<file path="src/rtl/pcu_pkg.sv">
package pcu_pkg;
  typedef enum logic [2:0] {
    SRC_HOLD = 3'd0,
    SRC_INC  = 3'd1,
    SRC_LOW  = 3'd2,
    SRC_JUMP = 3'd3,
    SRC_CALL = 3'd4,
    SRC_RET  = 3'd5,
    SRC_IRQ  = 3'd6
  } pc_src_e;

  typedef struct packed {
    logic irq;
    logic ret;
    logic call;
    logic jump;
    logic wr_low;
    logic inc;
  } pc_ctl_t;
endpackage

</file>
<file path="src/rtl/pcu_src_arbiter.sv">
module pcu_src_arbiter
  import pcu_pkg::*;
(
  input  pc_ctl_t ctl,
  output pc_src_e src,
  output logic    push,
  output logic    pop
);
  always_comb begin
    if (ctl.irq)         src = SRC_IRQ;
    else if (ctl.ret)    src = SRC_RET;
    else if (ctl.call)   src = SRC_CALL;
    else if (ctl.jump)   src = SRC_JUMP;
    else if (ctl.wr_low) src = SRC_LOW;
    else if (ctl.inc)    src = SRC_INC;
    else                 src = SRC_HOLD;
  end

  assign push = (src == SRC_IRQ) || (src == SRC_CALL);
  assign pop  = (src == SRC_RET);
endmodule

</file>
<file path="src/rtl/pcu_page_latch.sv">
module pcu_page_latch #(
  parameter int PAGE_W = 5
) (
  input  logic              clk,
  input  logic              rst,
  input  logic              we,
  input  logic [PAGE_W-1:0] d,
  output logic [PAGE_W-1:0] q
);
  always_ff @(posedge clk) begin
    if (rst)     q <= '0;
    else if (we) q <= d;
  end
endmodule

</file>
<file path="src/rtl/pcu_ret_stack.sv">
module pcu_ret_stack #(
  parameter int DEPTH = 8,
  parameter int W     = 13
) (
  input  logic         clk,
  input  logic         rst,
  input  logic         push,
  input  logic         pop,
  input  logic [W-1:0] push_data,
  output logic [W-1:0] pop_data
);
  localparam int SP_W = (DEPTH > 1) ? $clog2(DEPTH) : 1;
  localparam logic [SP_W-1:0] LAST = SP_W'(DEPTH - 1);

  logic [W-1:0]    mem [DEPTH];
  logic [SP_W-1:0] sp;
  logic [SP_W-1:0] sp_inc;
  logic [SP_W-1:0] sp_dec;

  generate
    if ((DEPTH & (DEPTH - 1)) == 0) begin : g_pow2
      assign sp_inc = sp + 1'b1;
      assign sp_dec = sp - 1'b1;
    end else begin : g_mod
      assign sp_inc = (sp == LAST) ? '0 : sp + 1'b1;
      assign sp_dec = (sp == '0) ? LAST : sp - 1'b1;
    end
  endgenerate

  // Storage has no reset so that it maps onto plain RAM.
  always_ff @(posedge clk) begin
    if (push) mem[sp] <= push_data;
  end

  always_ff @(posedge clk) begin
    if (rst)       sp <= '0;
    else if (push) sp <= sp_inc;
    else if (pop)  sp <= sp_dec;
  end

  assign pop_data = mem[sp_dec];
endmodule

</file>
<file path="src/rtl/pcu_next_addr.sv">
module pcu_next_addr
  import pcu_pkg::*;
#(
  parameter int PC_W    = 13,
  parameter int TGT_W   = 11,
  parameter int PAGE_W  = 5,
  parameter int DATA_W  = 8,
  parameter int IRQ_VEC = 4
) (
  input  pc_src_e           src,
  input  logic [PC_W-1:0]   pc,
  input  logic [PAGE_W-1:0] page,
  input  logic [TGT_W-1:0]  target,
  input  logic [DATA_W-1:0] data,
  input  logic [PC_W-1:0]   pop_data,
  output logic [PC_W-1:0]   pc_next,
  output logic [PC_W-1:0]   push_data
);
  localparam int HI_W = PC_W - TGT_W;

  logic [PC_W-1:0] pc_seq;
  logic [PC_W-1:0] branch;
  logic [PC_W-1:0] low_wr;

  assign pc_seq = pc + 1'b1;
  assign branch = {page[PAGE_W-1 -: HI_W], target};
  assign low_wr = {page, data};

  always_comb begin
    case (src)
      SRC_IRQ:  pc_next = PC_W'(IRQ_VEC);
      SRC_RET:  pc_next = pop_data;
      SRC_CALL: pc_next = branch;
      SRC_JUMP: pc_next = branch;
      SRC_LOW:  pc_next = low_wr;
      SRC_INC:  pc_next = pc_seq;
      default:  pc_next = pc;
    endcase
  end

  assign push_data = (src == SRC_IRQ) ? pc : pc_seq;
endmodule

</file>
<file path="src/rtl/pcu_fetch_addr.sv">
module pcu_fetch_addr
  import pcu_pkg::*;
#(
  parameter int PC_W    = 13,
  parameter int TGT_W   = 11,
  parameter int PAGE_W  = 5,
  parameter int DATA_W  = 8,
  parameter int DEPTH   = 8,
  parameter int IMPL_AW = 11,
  parameter int IRQ_VEC = 4
) (
  input  logic               clk,
  input  logic               rst,
  input  logic               inc_i,
  input  logic               jump_i,
  input  logic               call_i,
  input  logic               ret_i,
  input  logic               irq_i,
  input  logic               wr_low_i,
  input  logic [TGT_W-1:0]   target_i,
  input  logic [DATA_W-1:0]  data_i,
  input  logic               page_wr_i,
  input  logic [PAGE_W-1:0]  page_data_i,
  output logic [PC_W-1:0]    fetch_addr_o,
  output logic [IMPL_AW-1:0] mem_addr_o
);
  pc_ctl_t           ctl;
  pc_src_e           src;
  logic              push;
  logic              pop;
  logic [PAGE_W-1:0] page_q;
  logic [PC_W-1:0]   pc_q;
  logic [PC_W-1:0]   pc_next;
  logic [PC_W-1:0]   push_data;
  logic [PC_W-1:0]   pop_data;

  assign ctl = '{irq: irq_i, ret: ret_i, call: call_i, jump: jump_i,
                 wr_low: wr_low_i, inc: inc_i};

  pcu_src_arbiter u_arb (
    .ctl  (ctl),
    .src  (src),
    .push (push),
    .pop  (pop)
  );

  pcu_page_latch #(.PAGE_W(PAGE_W)) u_page (
    .clk (clk),
    .rst (rst),
    .we  (page_wr_i),
    .d   (page_data_i),
    .q   (page_q)
  );

  pcu_ret_stack #(.DEPTH(DEPTH), .W(PC_W)) u_stack (
    .clk       (clk),
    .rst       (rst),
    .push      (push),
    .pop       (pop),
    .push_data (push_data),
    .pop_data  (pop_data)
  );

  pcu_next_addr #(
    .PC_W(PC_W), .TGT_W(TGT_W), .PAGE_W(PAGE_W),
    .DATA_W(DATA_W), .IRQ_VEC(IRQ_VEC)
  ) u_next (
    .src       (src),
    .pc        (pc_q),
    .page      (page_q),
    .target    (target_i),
    .data      (data_i),
    .pop_data  (pop_data),
    .pc_next   (pc_next),
    .push_data (push_data)
  );

  always_ff @(posedge clk) begin
    if (rst) pc_q <= '0;
    else     pc_q <= pc_next;
  end

  assign fetch_addr_o = pc_q;
  assign mem_addr_o   = pc_q[IMPL_AW-1:0];
endmodule

</file>
<file path="config.mk">
export PLATFORM = sky130hd
export DESIGN_NAME = pcu_fetch_addr
export DESIGN_NICKNAME = d
export VERILOG_FILES = /design/src/rtl/pcu_pkg.sv /design/src/rtl/pcu_src_arbiter.sv /design/src/rtl/pcu_page_latch.sv /design/src/rtl/pcu_ret_stack.sv /design/src/rtl/pcu_next_addr.sv /design/src/rtl/pcu_fetch_addr.sv
export SDC_FILE = /design/constraint.sdc
export NUM_CORES = 1
export LEC_CHECK = 0
export ABC_CLOCK_PERIOD_IN_PS = 3800
export BUFFER_PORTS_ARGS = -buffer_cell sky130_fd_sc_hd__buf_2
export CORE_UTILIZATION = 50
export DETAILED_ROUTE_END_ITERATION = 10
export PLACE_DENSITY = 0.69
export SLEW_MARGIN = 20
export SYNTH_ARGS = -nofsm -noshare
export SYNTH_HDL_FRONTEND = slang
export SYNTH_SLANG_ARGS = --single-unit
export TNS_END_PERCENT = 5
</file>
<file path="constraint.sdc">
create_clock -name clk -period 3.8 [get_ports clk]
set_clock_uncertainty 0.05 [all_clocks]
set_input_delay 0.95 -clock clk [delete_from_list [all_inputs] [get_ports clk]]
set_output_delay 0.95 -clock clk [all_outputs]
set_load 0.05 [all_outputs]
</file>
== Yosys cells after proc, flatten, opt, wreduce, memory -nomap -nowiden ==
Memory sizes are Yosys's and may differ from the RTL's.
Index checks and enable logic that the tools add are counted.
Word-level totals
  bits in registers: 21
  bits in writable memories: 104
  input port bits: 33
  output and inout bits: 24
  logic and storage cells: 29
  memories kept: 1
Memory list
  u_stack.mem: words 8, width 13, rd ports 1, clocked after Yosys merged registers in 0, wr ports 1, line pcu_ret_stack.sv:15  | logic [W-1:0] mem [DEPTH];
Operators by class
  $add $sub $neg: 3
  equality and inequality tests: 6
  multiplexer cells: 12
  reduce and logical (&&, ||, !) cells: 4
Operator list (number)
  13-bit one-hot mux with 5 select lines: 1
  3-bit two-way mux: 7
  13-bit by 1-bit adder with 13-bit output (second input constant): 1
  13-bit two-way mux: 1
  3-bit equality test (second input constant): 3
  3-bit by 2-bit equality test with 1-bit output (second input constant): 2
  5-bit nonzero test: 1
  3-bit by 1-bit adder with 3-bit output (second input constant): 1
  3-bit by 1-bit equality test with 1-bit output (second input constant): 1
  1-bit two-way mux: 3
  3-bit by 1-bit subtractor with 3-bit output (second input constant): 1
  2-bit nonzero test: 1
  2-bit OR reduction: 1
  1-bit logical OR: 1

== Logic depth before layout (Yosys ltp) ==
  word-level depth: 10
  depth in mapped cells: 10
  mapped depth without buffers: 7

== Cells and area by module ==
From an unflattened synthesis, not the netlist that was laid out.
Second synthesis, totals
  cell total of the unflattened synthesis: 529
  area total of the unflattened synthesis: 6273.5 sq um
By module, submodules not included
  pcu_ret_stack: instances 1, cells an instance 271, area an instance 4346.7 sq um
  pcu_next_addr: instances 1, cells an instance 194, area an instance 1206.2 sq um
  pcu_fetch_addr: instances 1, cells an instance 38, area an instance 478.0 sq um
  pcu_page_latch: instances 1, cells an instance 16, area an instance 180.2 sq um
  pcu_src_arbiter: instances 1, cells an instance 10, area an instance 62.6 sq um

== Worst setup path before layout ==
OpenSTA, ideal clock, no wires.
  kind: input-to-reg
  start: input irq_i
  end: memory u_stack.mem[1][0], enable pin
  setup time: 0.400 ns
  arrival time: 2.375 ns
  data required time: 3.350 ns
  slack: 0.975 ns
  stages on the path: 4
  buffers on the path: 1
  cell sequence: clkbuf_1 a21o_1 nand2_1 nor3_1
On the way
  longest elaborated chain between the ends: 5
  elaborated cells on any way between the ends: 6
RTL lines
  from (decl): line pcu_fetch_addr.sv:18  | input logic irq_i,
  3-bit two-way mux *: line pcu_src_arbiter.sv:10  | if (ctl.irq) src = SRC_IRQ;
  3-bit equality test: line pcu_src_arbiter.sv:19  | assign push = (src == SRC_IRQ) || (src == SRC_CALL);
  1-bit logical OR *: line pcu_src_arbiter.sv:19
  1-bit two-way mux *: line pcu_ret_stack.sv:32  | if (push) mem[sp] <= push_data;
  1-bit two-way mux (implied by the code) *: line pcu_ret_stack.sv:32
  to (decl): line pcu_ret_stack.sv:15
Mark *: on every way between the ends. The rest lies on a longest branch, timed or not.

== Final worst setup path ==
  start: register pc_q[0], in the netlist fetch_addr_o[0]
  end: memory u_stack.mem[4][12], data pin
On the way
  longest elaborated chain between the ends: 2
RTL lines
  from (decl): line pcu_fetch_addr.sv:32  | logic [PC_W-1:0] pc_q;
  from (signal assigned): line pcu_fetch_addr.sv:80  | else pc_q <= pc_next;
  13-bit by 1-bit adder with 13-bit output: line pcu_next_addr.sv:25  | assign pc_seq = pc + 1'b1;
  13-bit two-way mux: line pcu_next_addr.sv:41  | assign push_data = (src == SRC_IRQ) ? pc : pc_seq;
  via push_data[12]: line pcu_fetch_addr.sv:34  | logic [PC_W-1:0] push_data;
The timed path passes the listed nets, and every way through them passes these cells.

==> flow_metrics.env <==
export IMPL_clock_latency_ns=0.52
export IMPL_syn_num_nets=405
export IMPL_async_flop_share=0
export IMPL_cts_setup_buffers=0
export IMPL_wl_met3_um=887
export IMPL_synth_top_area_share=0.564
export IMPL_hold_viol_final=0
export IMPL_clockBufferDepth=2
export IMPL_io_pins=57
export IMPL_worstPathMaxFanout=9
export IMPL_first_global_vias=3366
export IMPL_drt_wl_total_mm=12.8
export IMPL_grt_max_degree=26
export IMPL_drive_gt1_frac=0.321
export IMPL_yosysMostFrequentCell="edfxtp_1"
export IMPL_hold_buffers=0
export IMPL_maxUsedRoutingLayer="met4"
export IMPL_root_buffer="clkbuf_8"
export IMPL_postSynthCellCount=369
export IMPL_numCtsBuffers=17
export IMPL_rsz0062_at_grt="false"
export IMPL_numPortBuffers=56
export IMPL_fin_nets=462
export IMPL_yosys_top_cells_count="edfxtp_1, nor2_1, mux4_2, nand2_1, dfxtp_1"
export IMPL_yosys_register_bits=125
export IMPL_die_y_um=107
export IMPL_yosysUniqueCellTypes=43
export IMPL_fin_util=0.607
export IMPL_dp_hpwl_mm=8.40
export IMPL_drv_slew=0
export IMPL_dr_wl_met2_mm=6.27
export IMPL_seq_area_frac_synth=0.640
export IMPL_crit_arrival_ns=2.95
export IMPL_via_per_inst=5.93
export IMPL_critPathCaptureType="register"
export IMPL_postLayoutCellArea_um2=6550
export IMPL_setup_viol_count_final=0
export IMPL_drv_cap=0
export IMPL_tightest_slew_ns=0.881
export IMPL_clkTransAtPathRegs_ns=0.06
export IMPL_multi_input_area_um2=1800
export IMPL_dpl_cell_area_um2=5940
export IMPL_drtPass1Iterations=5
export IMPL_synth_area_top_cells="edfxtp_1, mux4_2, dfxtp_1, xor2_1, nor2_1"
export IMPL_post_cts_resized=0
export IMPL_ir_drop_mv=0.257
export IMPL_h_tree_depth=4
export IMPL_fmaxAchievable_ghz=0.363
export IMPL_synth_edf_count=104
export IMPL_tritoncts="built"
export IMPL_yosysTopAreaCell="edfxtp_1"
export IMPL_drt_met1_wl_mm=5.43
export IMPL_finalCritPeriodShare=0.725
export IMPL_fp_dieW_um=107
export IMPL_cp_start_kind="register"
export IMPL_syn_area_um2=5540
export IMPL_placementRows=38
export IMPL_yosys_warnings=0
export IMPL_drc=0
export IMPL_dieArea_um2=11500
export IMPL_required_ns=3.99
export IMPL_hold_ws_ns=0.487
export IMPL_vias=3436
export IMPL_syn2layout_area_growth_pct=18.3
export IMPL_synth_area_per_cell_um2=15.0
export IMPL_grt_pass1_wl_mm=19.5
export IMPL_cts_sinks=125
export IMPL_setup_tns_ns=0
export IMPL_grt_use_total=0.242
export IMPL_grt_overflow_total=0
export IMPL_p_per_area_nw_per_um2=587
export IMPL_status="finished clean"
export IMPL_diodes=0
export IMPL_place_congestion=0.896
export IMPL_synth_top_flop_cell="edfxtp_1"
export IMPL_min_path_type="register to register"
export IMPL_p_leak_nw=2.37
export IMPL_core_um2=10800
export IMPL_num_fill_cells=811
export IMPL_wire_per_inst_um=22.2
export IMPL_drtIter0Drc=345
export IMPL_ant_nets=0
export IMPL_start_util=0.513
export IMPL_grt_antenna_before_repair=0
export IMPL_crit_type="register to register"
export IMPL_regArea_um2=3540
export IMPL_fin_crit_ns=2.75
export IMPL_relSlewSlack=0.410
==> state kept, by name, summed over array words and instances, names as in the netlist <==
name,count
u_page.q,5
u_stack.mem,104
u_stack.sp,3
fetch_addr_o,13
==> final cells by class <==
class / count / share of cell area
Clock buffer: 17 / 0.0632
Inverter: 5 / 0.00286
Multi-Input combinational cell: 204 / 0.274
Timing Repair Buffer: 73 / 0.0623
Sequential cell: 125 / 0.541
Tap cell: 140 / 0.0267
Clock inverter: 15 / 0.0300
==> path summary, 6_finish.rpt <==
check	start	endpoint	slack, ns	cells after the start
setup / recovery	fetch_addr_o[0]	u_stack.mem[4][12]	1.05	6
hold / removal	u_page.q[4]	u_page.q[4]	0.49	2
setup reg to reg	fetch_addr_o[0]	u_stack.mem[4][12]	1.05	6
hold reg to reg	u_page.q[4]	u_page.q[4]	0.49	2
==> power breakdown <==
| part | internal [W] | leakage [nW] | switching, W |
|---|---|---|---|
| sequential | 0.00158 | 1.14 | 0.0000538 |
| combinational | 0.000219 | 0.944 | 0.000333 |
| clock | 0.00106 | 0.281 | 0.000593 |
| total | 0.00286 | 2.37 | 0.000980 |
==> per-stage QoR <==
| step | std cells | setup slack (ns) | power, W |
|---|---|---|---|
| final | 579 | 1.05 | 0.00384 |
| after floorplan | 369 | 0.975 | 0.00206 |
| after CTS | 579 | 1.04 | 0.00387 |
| after global placement | 547 | 0.957 | 0.00220 |
| after global routing | 579 | 0.811 | 0.00396 |
| after detailed placement | 547 | 0.969 | 0.00221 |
==> routing by layer <==
metal  vias to the layer above  global-route usage
met1                      1717               0.333
met5                         -                   0
li1                       1543                   -
met2                       158               0.380
met4                         0              0.0910
met3                        18              0.0529
==> cell usage in the layout (no fill, tap or decap), types with 8 or more instances in the layout <==
cell and count:
mux4_2 23, buf_4 17, nor3_1 14, xor2_1 16, nand3_1 10, dfxtp_1 21, a222oi_1 8, mux2_2 8
edfxtp_1 104, clkbuf_16 16, nor2_1 27, mux2i_1 8, nand2_1 23, xnor2_1 8, buf_2 56
==> worst max-delay path, cell delays in order, from the launching register on <==
cell     delay [ns]
dfxtp_1        0.53
ha_1           0.27
nand3_1        0.24
or3_1          0.42
nor3_1         0.29
nand3_1        0.15
xnor2_1        0.51
==> cell families (layout without fill, tap and decap cells) <==
logic type      Yosys count  count (layout)  synth area share
xor+xnor                 25              25            0.0429
mux                      42              42             0.139
buf+inv                  40             110            0.0377
simple gates            100             100            0.0852
compound gates           34              34            0.0490
fa+ha+maj                 3               3           0.00678
flops                   125             125             0.640
No activity file was read; power rests on OpenSTA's default activity.
